[src/rtl/rx_fifo_thresh_pkg.sv]
`timescale 1ns/1ps
package rx_fifo_thresh_pkg;

   typedef struct packed {
      logic empty;
      logic full;
      logic overflow;
   } rxf_flags_t;

endpackage

[src/rtl/rxf_ptr_ctl.sv]
`timescale 1ns/1ps
module rxf_ptr_ctl
   import rx_fifo_thresh_pkg::*;
#(
   parameter int DEPTH = 16,
   localparam int AW = $clog2(DEPTH),
   localparam int CW = $clog2(DEPTH + 1)
) (
   input  logic          clk,
   input  logic          rst_n,
   input  logic          push_valid,
   input  logic          pop_req,
   output logic          wr_en,
   output logic          rd_en,
   output logic [AW-1:0] wr_ptr,
   output logic [AW-1:0] rd_ptr,
   output logic [CW-1:0] count,
   output rxf_flags_t    flags
);

   logic [AW-1:0] wr_ptr_q, rd_ptr_q;
   logic [CW-1:0] count_q;
   logic          ovf_q;
   logic          is_empty, is_full;

   assign is_empty = (count_q == '0);
   assign is_full  = (count_q == CW'(DEPTH));

   assign rd_en = pop_req & ~is_empty;
   assign wr_en = push_valid & (~is_full | rd_en);

   always_ff @(posedge clk or negedge rst_n) begin
      if (!rst_n) begin
         wr_ptr_q <= '0;
         rd_ptr_q <= '0;
         count_q  <= '0;
         ovf_q    <= 1'b0;
      end else begin
         if (wr_en) wr_ptr_q <= wr_ptr_q + AW'(1);
         if (rd_en) rd_ptr_q <= rd_ptr_q + AW'(1);
         case ({wr_en, rd_en})
            2'b10:   count_q <= count_q + CW'(1);
            2'b01:   count_q <= count_q - CW'(1);
            default: count_q <= count_q;
         endcase
         if (push_valid && !wr_en) ovf_q <= 1'b1;
      end
   end

   assign wr_ptr         = wr_ptr_q;
   assign rd_ptr         = rd_ptr_q;
   assign count          = count_q;
   assign flags.empty    = is_empty;
   assign flags.full     = is_full;
   assign flags.overflow = ovf_q;

endmodule

[src/rtl/rxf_store.sv]
`timescale 1ns/1ps
module rxf_store #(
   parameter int DATA_W        = 8,
   parameter int DEPTH         = 16,
   parameter bit RESET_STORAGE = 1'b1,
   localparam int AW = $clog2(DEPTH)
) (
   input  logic              clk,
   input  logic              rst_n,
   input  logic              wr_en,
   input  logic [AW-1:0]     wr_ptr,
   input  logic [DATA_W-1:0] wr_data,
   input  logic              rd_en,
   input  logic [AW-1:0]     rd_ptr,
   output logic [DATA_W-1:0] rd_data
);

   logic [DEPTH*DATA_W-1:0] flat;
   logic [DATA_W-1:0]       dout_q;

   for (genvar i = 0; i < DEPTH; i++) begin : g_ent
      logic [DATA_W-1:0] ent_q;
      logic              sel;
      assign sel = wr_en && (wr_ptr == AW'(i));
      if (RESET_STORAGE) begin : g_rst
         always_ff @(posedge clk or negedge rst_n) begin
            if (!rst_n)   ent_q <= '0;
            else if (sel) ent_q <= wr_data;
         end
      end else begin : g_norst
         always_ff @(posedge clk) begin
            if (sel) ent_q <= wr_data;
         end
      end
      assign flat[i*DATA_W +: DATA_W] = ent_q;
   end

   always_ff @(posedge clk or negedge rst_n) begin
      if (!rst_n)     dout_q <= '0;
      else if (rd_en) dout_q <= flat[rd_ptr*DATA_W +: DATA_W];
   end

   assign rd_data = dout_q;

endmodule

[src/rtl/rxf_level.sv]
`timescale 1ns/1ps
module rxf_level #(
   parameter int DEPTH       = 16,
   parameter int THRESH_INIT = DEPTH - 1,
   localparam int AW = $clog2(DEPTH),
   localparam int CW = $clog2(DEPTH + 1)
) (
   input  logic          clk,
   input  logic          rst_n,
   input  logic          thresh_we,
   input  logic [AW-1:0] thresh_wdata,
   input  logic [CW-1:0] count,
   output logic [AW-1:0] thresh_q,
   output logic [AW-1:0] occupancy,
   output logic          level_evt
);

   logic [CW-1:0] count_m1;

   always_ff @(posedge clk or negedge rst_n) begin
      if (!rst_n)         thresh_q <= AW'(THRESH_INIT);
      else if (thresh_we) thresh_q <= thresh_wdata;
   end

   assign count_m1  = count - CW'(1);
   assign occupancy = (count == '0) ? '0 : count_m1[AW-1:0];
   assign level_evt = (count > CW'(thresh_q));

endmodule

[src/rtl/rx_fifo_thresh.sv]
`timescale 1ns/1ps
module rx_fifo_thresh
   import rx_fifo_thresh_pkg::*;
#(
   parameter int DATA_W        = 8,
   parameter int DEPTH         = 16,
   parameter int THRESH_INIT   = DEPTH - 1,
   parameter bit RESET_STORAGE = 1'b1,
   localparam int AW = $clog2(DEPTH)
) (
   input  logic              clk,
   input  logic              rst_n,
   input  logic              push_valid,
   input  logic [DATA_W-1:0] push_data,
   input  logic              pop_req,
   output logic [DATA_W-1:0] pop_data,
   input  logic              thresh_we,
   input  logic [AW-1:0]     thresh_wdata,
   output logic [AW-1:0]     thresh_rd,
   output logic [AW-1:0]     occupancy,
   output logic              rx_empty,
   output logic              rx_full,
   output logic              rx_level_evt,
   output logic              rx_overflow
);

   localparam int CW = $clog2(DEPTH + 1);

   if (DEPTH < 2 || (DEPTH & (DEPTH - 1)) != 0) begin : g_bad_depth
      $error("DEPTH must be a power of two of at least 2");
   end
   if (DATA_W < 1) begin : g_bad_width
      $error("DATA_W must be positive");
   end
   if (THRESH_INIT < 0 || THRESH_INIT > DEPTH - 1) begin : g_bad_thresh
      $error("THRESH_INIT must lie in 0..DEPTH-1");
   end

   logic          wr_en, rd_en;
   logic [AW-1:0] wr_ptr, rd_ptr;
   logic [CW-1:0] count;
   rxf_flags_t    flags;

   rxf_ptr_ctl #(.DEPTH(DEPTH)) u_ctl (
      .clk        (clk),
      .rst_n      (rst_n),
      .push_valid (push_valid),
      .pop_req    (pop_req),
      .wr_en      (wr_en),
      .rd_en      (rd_en),
      .wr_ptr     (wr_ptr),
      .rd_ptr     (rd_ptr),
      .count      (count),
      .flags      (flags)
   );

   rxf_store #(
      .DATA_W        (DATA_W),
      .DEPTH         (DEPTH),
      .RESET_STORAGE (RESET_STORAGE)
   ) u_store (
      .clk     (clk),
      .rst_n   (rst_n),
      .wr_en   (wr_en),
      .wr_ptr  (wr_ptr),
      .wr_data (push_data),
      .rd_en   (rd_en),
      .rd_ptr  (rd_ptr),
      .rd_data (pop_data)
   );

   rxf_level #(
      .DEPTH       (DEPTH),
      .THRESH_INIT (THRESH_INIT)
   ) u_level (
      .clk          (clk),
      .rst_n        (rst_n),
      .thresh_we    (thresh_we),
      .thresh_wdata (thresh_wdata),
      .count        (count),
      .thresh_q     (thresh_rd),
      .occupancy    (occupancy),
      .level_evt    (rx_level_evt)
   );

   assign rx_empty    = flags.empty;
   assign rx_full     = flags.full;
   assign rx_overflow = flags.overflow;

endmodule

[config.mk]
export PLATFORM = sky130hd
export DESIGN_NAME = rx_fifo_thresh
export DESIGN_NICKNAME = d
export VERILOG_FILES = /design/src/rtl/rx_fifo_thresh_pkg.sv /design/src/rtl/rxf_ptr_ctl.sv /design/src/rtl/rxf_store.sv /design/src/rtl/rxf_level.sv /design/src/rtl/rx_fifo_thresh.sv
export SDC_FILE = /design/constraint.sdc
export NUM_CORES = 1
export LEC_CHECK = 0
export BUFFER_PORTS_ARGS = -buffer_cell sky130_fd_sc_hd__buf_2
export CAP_MARGIN = 25
export CORE_MARGIN = 2
export CORE_UTILIZATION = 61
export DETAILED_ROUTE_END_ITERATION = 8
export PLACE_DENSITY = 0.89
export SLEW_MARGIN = 25
export SYNTH_ARGS = -nofsm -noshare
export SYNTH_HDL_FRONTEND = slang
export SYNTH_SLANG_ARGS = --single-unit
[constraint.sdc]
create_clock -name clk -period 3.2 [get_ports clk]
set_input_delay 0.16 -clock clk [delete_from_list [all_inputs] [get_ports clk]]
set_output_delay 0.16 -clock clk [all_outputs]
set_load 0.02 [all_outputs]
==> results of run 1 <==
==> cell type report <==
type                            count  share of cell area (%)
Timing Repair Buffer               53                    4.20
Clock buffer                       20                    5.50
Tap cell                          147                    2.21
Sequential cell                   154                    46.5
Inverter                           10                   0.452
Clock inverter                     11                    1.75
Multi-Input combinational cell    283                    39.4
==> per-stage QoR <==
stage	hold WS, ns	cells
after detailed placement	0.294	638
after floorplan	-0.136	475
after global placement	0.275	638
after CTS	0.0543	678
final	0.0694	678
after global routing	0.0815	678
==> routing by layer <==
layer	wire [µm]	global-route usage (%)
met1	6240	32.0
met2	7620	41.1
met3	651	6.48
met4	370	10.7
met5	0	0
==> worst max-delay path, cell delays in order (launching register included) <==
cell and delay, ns:
dfrtp_1 0.44, inv_1 0.09, ha_1 0.24, nor3b_4 0.17, nand2_2 0.11, o21a_4 0.46
inv_1 0.09, ha_1 0.27, nor2b_1 0.18, a32oi_1 0.12, nor2_1 0.14, xor2_1 0.15
==> flip-flops by register name, summed over array words and instances, names as in the netlist <==
signal / flops
u_store.g_ent.ent_q: 128
u_store.rd_data: 8
u_ctl.count: 5
u_ctl.rd_ptr: 4
u_ctl.wr_ptr: 4
u_level.thresh_q: 4
u_ctl.ovf_q: 1
==> timing repair <==
item                      in CTS  in global routing
hold buffers                   9                  0
resized for setup              0                  0
hold endpoints to repair      90                  0
==> cells in the mapped netlist, drive strengths merged <==
cell type and n:
dfrtp 150, mux2 129, mux4 32, nand2 20, buf 16, mux2i 16, nand3 13, clkbuf 12
ha 12, inv 10, nor2 10, xnor2 10, o221ai 8, nand4 6, o21ai 6, dfstp 4
nor2b 4, a21oi 3, nand2b 3, xor2 3, a21o 1, a32oi 1, and2b 1, and4 1
nor3 1, nor3b 1, o21a 1, o21bai 1
==> kinds of logic after synthesis <==
kind of cell,after synthesis,share of synthesized area (%)
AND/OR/NAND/NOR,60,6.74
buffers and inverters,38,2.65
XOR/XNOR,13,1.55
multiplexers,177,32.3
flip-flops,154,52.7
AO/OA/AOI/OAI,21,2.10
adder cells (fa/ha/maj),12,2.05
==> worst max path at each step <==
stage                           endpoint  slack (ns)  depth (start not counted)
after floorplan           u_ctl.count[4]        0.90                         11
after global placement    u_ctl.count[4]        0.79                         11
after detailed placement  u_ctl.count[4]        0.70                         11
after CTS                 u_ctl.count[4]        0.65                         11
after global routing      u_ctl.count[4]        0.44                         11
final                     u_ctl.count[4]        0.67                         11
==> where the power goes <==
part | switching (µW) | total, µW | internal, µW
Combinational | 1460 | 3320 | 1870
Clock | 778 | 2040 | 1260
Sequential | 693 | 3570 | 2880
Total | 2930 | 8940 | 6010
==> impl_metrics.yaml, run 1 <==
floorplan:
  ios: 37
  rows: 40
  die_w_um: 114
  die_y_um: 114
  start_util_pct: 61.8
  fp.dieArea_um2: 12900
  design.core.area_um2: 11900
setup_path:
  path_max_fanout: 22
  crit_start: "u_ctl.count[0]"
  r2r-end: "u_ctl.count[4]"
  r2r-start: "u_ctl.count[0]"
  end_kind: "flip-flop"
  rr_worst_depth: 11
  rrSetupSlack_ns: 0.67
  cp.arrival_ns: 2.88
  criticalPathCategory: "reg2reg"
  cp.required_ns: 3.54
  cp-start-kind: "flip-flop"
timing:
  final.setup.worst_slack_ns: 0.666
  drv_slew: 0
  setup_violations: 0
  rsz0062_at_grt: "false"
  finClkSkew_ns: 0.00745
  clock.fmax_mhz: 395
  setup-tns-final_ns: 0
  hold_violations: 0
  relSlewSlack_pct: 32.3
  layout_min_cycle_time_ns: 2.53
  fin_crit_sh_pct: 79.2
  worst_slew_pin_slew_ns: 1.02
job:
  max_cap_viol_count: 0
cts:
  cts_inserted_buffers: 17
  cts_tree: "built"
  clock-sinks: 154
  clk_pin_slew_ns: 0.06
  clk_latency_ns: 0.42
  htree_num_levels: 4
  postCtsSetupBuffers: 0
  cts_buffer_depth: 2
  clockRootBuffer: "clkbuf_16"
grt:
  grt_max_degree: 93
  global_route.usage.total_pct: 25.1
  grt_pass1_wl_um: 24200
  antenna_found_initial: 0
  overflow: 0
  grt_pass1_vias: 4568
logic_synthesis:
  yosysSeqAreaShare_pct: 52.7
  yosys_warnings: 0
  synth_seq_cells: 154
  synthCells: 475
  synth_cell_types: 39
  netlist.area_leader.share_pct: 51.2
  syn_area_um2: 7330
  synth_top_cells_by_area: "dfrtp_1 51%, mux2_2 18%, mux4_2 9.8%"
  synth.net_count: 504
  synth.avg_cell_area_um2: 15.4
  synth_top_area_cell: "dfrtp_1"
routing:
  first_pass_iters: 4
  drt_wl_total_um: 14900
  ant_nets: 0
  first_iter_violations: 356
  via_per_inst: 6.15
  post_drt_wl_per_cell_um: 21.9
  vias: 4173
  drc: 0
outcome:
  outcome: "completed"
worst_hold_path:
  worstHoldEndpoint: "u_level.thresh_q[0]"
  hp-class: "in2reg"
  hp-start: "thresh_we"
  hold_path_depth: 2
power:
  leakage_uw: 0.00372
  p_total_uw: 8940
  p_per_area_nw_per_um2: 1080
  ir_worst_vdd_v: 0.000530
layout:
  multi_input_area_um2: 3280
  ff_latch_area_um2: 3860
  drive_gt1_share_pct: 48.8
  mostFrequentLayoutCells: "149 x dfrtp_1, 120 x mux2_2, 35 x buf_2"
  syn_to_final_growth_pct: 13.4
  post-route-util_pct: 70.0
  fillers: 748
  diodes: 0
  layout_commonest_cell: "dfrtp_1"
  layout.nets: 548
  fin_area_um2: 8310
placement:
  postPlaceCellArea_um2: 7620
  gp_congestion: 0.817
  place_ws_ns: 0.703
  io_buffers: 36
  dp_hpwl_um: 9080
Power figures use the tool's default switching activity.
==> run 2, diff against run 1 <==
- clock period: 3.2 -> 2.5 ns (I/O delays scaled with it)
==> run 2 against run 1 <==
  * Non-clock buffer count up 8
  * Utilization up 0.90 points
  * Sequential power up 27%
  * Worst hold slack worse by 0.036 ns
  * Register-to-register slack worse by 0.55 ns
  * Largest cell class unchanged
  * Highest routed layer unchanged
==> impl_metrics.yaml, run 2 (synthesis gave the netlist of run 1 again) <==
layout:
  mostFrequentLayoutCells: "149 x dfrtp_1, 120 x mux2_2, 35 x buf_2"
  syn_to_final_growth_pct: 14.8
  top_register: "u_store.g_ent.ent_q"
  diodes: 0
  fillers: 708
  largest_register_ffs: 128
  fin_area_um2: 8410
  stdcell_count: 687
  drive_gt1_share_pct: 49.6
  layout_commonest_cell: "dfrtp_1"
  layout.nets: 556
placement:
  dp_hpwl_um: 9650
  io_buffers: 36
  dp.cells: 642
  gp_congestion: 0.868
  postPlaceCellArea_um2: 7670
  place_ws_ns: 0.0148
timing:
  final.setup.worst_slack_ns: 0.119
  rsz0062_at_grt: "false"
  relSlewSlack_pct: 42.8
  finClkSkew_ns: 0.00924
  hold_violations: 0
  layout_min_cycle_time_ns: 2.38
  clock.fmax_mhz: 420
  worst_slew_pin_slew_ns: 0.858
  setup-tns-final_ns: 0
  fin_crit_sh_pct: 95.3
  setup_violations: 0
  drv_slew: 0
routing:
  drt_wl_total_um: 15400
  via_per_inst: 6.18
  post_drt_wl_per_cell_um: 22.5
  vias: 4249
  drc: 0
  first_pass_iters: 5
  first_iter_violations: 280
  ant_nets: 0
power:
  p_total_uw: 11600
  p_per_area_nw_per_um2: 1380
  leakage_uw: 0.00377
  ir_worst_vdd_v: 0.000754
job:
  max_cap_viol_count: 0
floorplan:
  die_w_um: 114
  start_util_pct: 61.8
  fp.dieArea_um2: 12900
  rows: 40
  ios: 37
  design.core.area_um2: 11900
  die_y_um: 114
setup_path:
  cp_top_family: "simple AND/OR/NAND/NOR gates"
  cp_cell_sequence: "inv_1 > ha_2 > nor3b_4 > nand2_2 > o21a_4 > buf_4 > nand4_2 > mux2_2"
  end_kind: "flip-flop"
  critPathSlowestCell: "dfrtp_1"
  cp.required_ns: 2.81
  criticalPathCategory: "reg2reg"
  path_max_fanout: 9
  cp.arrival_ns: 2.69
  crit_path_max_incr_delay_ns: 0.45
  cp-start-kind: "flip-flop"
  critPathBufInv: 2
outcome:
  outcome: "completed"
cts:
  htree_num_levels: 4
  cts_inserted_buffers: 17
  cts_tree: "built"
  clockRootBuffer: "clkbuf_16"
  clk_pin_slew_ns: 0.06
  cts_buffer_depth: 2
  clk_latency_ns: 0.43
  clock-sinks: 154
grt:
  grt_pass1_wl_um: 24700
  overflow: 0
  grt_max_degree: 85
  global_route.usage.total_pct: 25.9
  antenna_found_initial: 0
  grt_pass1_vias: 4563
worst_hold_path:
  hp-class: "in2reg"
==> run 2: changes by cell type in the layout (fill, tap and decap cells not counted), moves of 2 or more <==
cell           before  now
ha_1               12   10
dlygate4sd3_1       9   12
buf_12              1    3
buf_4               7   10
ha_2                0    2
==> run 2: final timing paths <==
| check | startpoint | endpoint | slack, ns | cells after the start |
|---|---|---|---|---|
| worst min-delay path | thresh_we | u_level.thresh_q[0] | 0.03 | 2 |
| max in group asynchronous | rst_n | u_level.thresh_q[0] | 1.30 | 3 |
| min in group asynchronous | rst_n | u_ctl.count[2] | 0.36 | 2 |
| worst min register to register | u_ctl.ovf_q | u_ctl.ovf_q | 0.46 | 1 |
| worst max-delay path | u_ctl.count[0] | u_store.g_ent[13].ent_q[2] | 0.12 | 8 |
| worst max register to register | u_ctl.count[0] | u_store.g_ent[13].ent_q[2] | 0.12 | 8 |
==> run 2: per-stage QoR <==
step	util, %	hold slack (ns)
2_1_floorplan	-	-0.171
3_3_place_gp	64.7	0.216
3_5_place_dp	64.7	0.240
4_1_cts	70.8	0.0209
5_1_grt	70.9	0.0353
6_report	70.9	0.0330
==> run 2: where the power goes <==
| part | switching (µW) | internal (µW) | leakage (µW) |
|---|---|---|---|
| combinational | 1960 | 2450 | 0.00158 |
| clock | 1050 | 1610 | 0.000296 |
| sequential | 842 | 3690 | 0.00189 |
==> run 2: worst reg2reg max path: stages, from the launching register on <==
cell	delay, ns
dfrtp_1	0.45
inv_1	0.12
ha_2	0.22
nor3b_4	0.26
nand2_2	0.10
o21a_4	0.25
buf_4	0.22
nand4_2	0.25
mux2_2	0.39
==> run 2: repair_timing <==
item / 4_1_cts / 5_1_grt
setup endpoints to repair: 1 / 9
hold buffers: 12 / 0
endpoints found under the hold margin: 83 / 0
pin swaps: 0 / 0
resized for setup: 1 / 2
setup buffers: 0 / 1
==> run 2: metal layers <==
layer,GRT usage (%),vias up,part of all wire [%]
met1,34.5,2246,42
met5,0,-,0
met3,6.16,20,5.1
li1,-,1865,-
met2,41.5,118,51
met4,10.7,0,1.9
==> run 2: layout make-up <==
type	count	area, µm²	area share (%)
Multi-Input combinational cell	283	3280	39.0
Inverter	10	37.5	0.446
Clock buffer	19	443	5.26
Tap cell	147	184	2.19
Timing Repair Buffer	61	442	5.25
Clock inverter	13	166	1.98
Sequential cell	154	3860	45.9
==> run 3, diff against run 2 <==
- CORE_UTILIZATION: 61 -> 66
- PLACE_DENSITY: 0.89 -> 0.95
- clock period: 2.5 -> 3 ns (I/O delays scaled with it)
==> run 3 against run 2 <==
  * Final area shrank 0.28%
  * Global-route usage rose by 4.0 points
  * First-iteration DRC count grew 20%
  * Clock power decreased by 15%
  * Critical endpoint is now u_ctl.count[4]
  * Largest cell class unchanged
==> impl_metrics.yaml, run 3 (synthesis gave the netlist of run 1 again) <==
cts:
  clk_pin_slew_ns: 0.06
  clk_latency_ns: 0.53
  htree_num_levels: 4
  clock-sinks: 154
  cts_buffer_depth: 2
  cts_inserted_buffers: 17
  clockRootBuffer: "clkbuf_8"
  cts_tree: "built"
floorplan:
  rows: 38
  ios: 37
  design.core.area_um2: 10800
  die_w_um: 109
  start_util_pct: 67.6
  fp.dieArea_um2: 12000
  die_y_um: 109
power:
  p_per_area_nw_per_um2: 1160
  leakage_uw: 0.00376
  p_clk_share_pct: 23.2
  ir_worst_vdd_v: 0.000863
  power_frac_seq_pct: 39.3
  p_sw_share_pct: 33.6
  p_total_uw: 9760
  p_int_uw: 6490
  p_sw_uw: 3280
  combinationalPowerShare_pct: 37.5
layout:
  mostFrequentLayoutCells: "149 x dfrtp_1, 120 x mux2_2, 35 x buf_2"
  fillers: 591
  syn_to_final_growth_pct: 14.5
  layout_commonest_cell: "dfrtp_1"
  layout.nets: 553
  largest_register_ffs: 128
  drive_gt1_share_pct: 48.6
  top_register: "u_store.g_ent.ent_q"
  diodes: 0
setup_path:
  cp.arrival_ns: 3.05
  cp.required_ns: 3.45
  crit_start: "u_ctl.count[0]"
  crit_path_max_incr_delay_ns: 0.46
  endpoint: "u_ctl.count[4]"
  rrSetupSlack_ns: 0.40
  r2r-end: "u_ctl.count[4]"
  path_max_fanout: 22
  cp_cell_sequence: "inv_1 > ha_1 > nor3b_4 > nand2_2 > o21a_4 > inv_1 > ha_1 > nor2b_1 > a32oi_1 > nor2_1 > xor2_1"
  rr_worst_depth: 11
  cp-start-kind: "flip-flop"
  critPathSlowestCell: "o21a_4"
  criticalPathCategory: "reg2reg"
  r2r-start: "u_ctl.count[0]"
  end_kind: "flip-flop"
routing:
  vias: 4279
  drt_wl_total_um: 16100
  via_per_inst: 6.32
  first_iter_violations: 335
  post_drt_wl_per_cell_um: 23.8
  first_pass_iters: 4
  drc: 0
  ant_nets: 0
timing:
  hold_violations: 0
  worst_slew_pin_slew_ns: 0.998
  relSlewSlack_pct: 33.5
  whs_ns: 0.0679
  clock.fmax_mhz: 385
  setup-tns-final_ns: 0
  rsz0062_at_grt: "false"
  fin_crit_sh_pct: 86.6
  layout_min_cycle_time_ns: 2.60
  drv_slew: 0
  setup_violations: 0
  finClkSkew_ns: 0.00742
grt:
  grt_pass1_vias: 4763
  antenna_found_initial: 0
  overflow: 0
  grt_max_degree: 68
  grt_pass1_wl_um: 25600
  global_route.usage.total_pct: 29.9
job:
  max_cap_viol_count: 0
worst_hold_path:
  hp-class: "in2reg"
placement:
  gp_congestion: 0.806
  dp_hpwl_um: 9910
  io_buffers: 36
outcome:
  outcome: "completed"
==> run 3: changes by cell type in the layout (fill, tap and decap cells not counted), moves of 2 or more <==
cell,previous run,this run
clkbuf_8,1,3
ha_2,2,0
dlygate4sd3_1,12,14
buf_4,10,6
ha_1,10,12
==> run 3: worst min path at each step <==
stage / start / cells after the start / to / slack, ns
3_5_place_dp: rst_n / 1 / u_ctl.count[2] / 0.19
3_3_place_gp: rst_n / 1 / u_ctl.count[2] / 0.18
6_report: pop_req / 5 / u_ctl.rd_ptr[1] / 0.07
5_1_grt: pop_req / 5 / u_ctl.rd_ptr[1] / 0.08
4_1_cts: pop_req / 5 / u_ctl.rd_ptr[1] / 0.04
2_1_floorplan: rst_n / 0 / u_ctl.count[0] / -0.15
==> run 3: stage by stage <==
step / area [µm²] / util (%) / worst slack [ns] / instances
4_1_cts: 8390 / 77.4 / 0.406 / 677
2_1_floorplan: 7330 / - / 0.705 / 475
6_report: 8390 / 77.4 / 0.401 / 677
3_5_place_dp: 7620 / 70.3 / 0.455 / 631
5_1_grt: 8390 / 77.4 / 0.201 / 677
3_3_place_gp: 7620 / 70.3 / 0.588 / 631
==> run 3: area by class of cell <==
type	instances	area (µm²)	area share [%]
Clock buffer	19	442	5.26
Multi-Input combinational cell	283	3280	39.0
Clock inverter	13	189	2.25
Sequential cell	154	3860	46.0
Inverter	10	37.5	0.447
Timing Repair Buffer	58	412	4.91
Tap cell	140	175	2.09
==> run 3: critical path: cells and delay by family (launching register included) <==
kind	cells	cell delay, ns
xor gates and xnor gates	1	0.16
AOI/OAI and AO/OA	2	0.59
DFF	1	0.45
adders and majority gates	2	0.51
and+or+nand+nor	4	0.62
buffers and inverters	2	0.18
==> run 3: timing repair <==
item,CTS,global route
hold buffers,14,0
setup buffers,0,0
hold endpoints to repair,69,0
resized for setup,0,0
==> run 3: power groups by stage <==
stage	Clock [µW]	Sequential, µW	Combinational (µW)
finish	2260	3840	3660
global placement	0	3680	3400
detailed placement	0	3800	3590
global route	2380	3920	3920
floorplan	0	3510	2920
CTS	2290	3810	3690
==> run 3: per-layer routing <==
metal / up-vias / global-route usage, % / part of all wire, %
met5: - / 0 / 0
met4: 0 / 11.8 / 1.6
met3: 25 / 8.00 / 6.0
met2: 149 / 50.5 / 54
met1: 2251 / 36.8 / 38
li1: 1854 / - / -
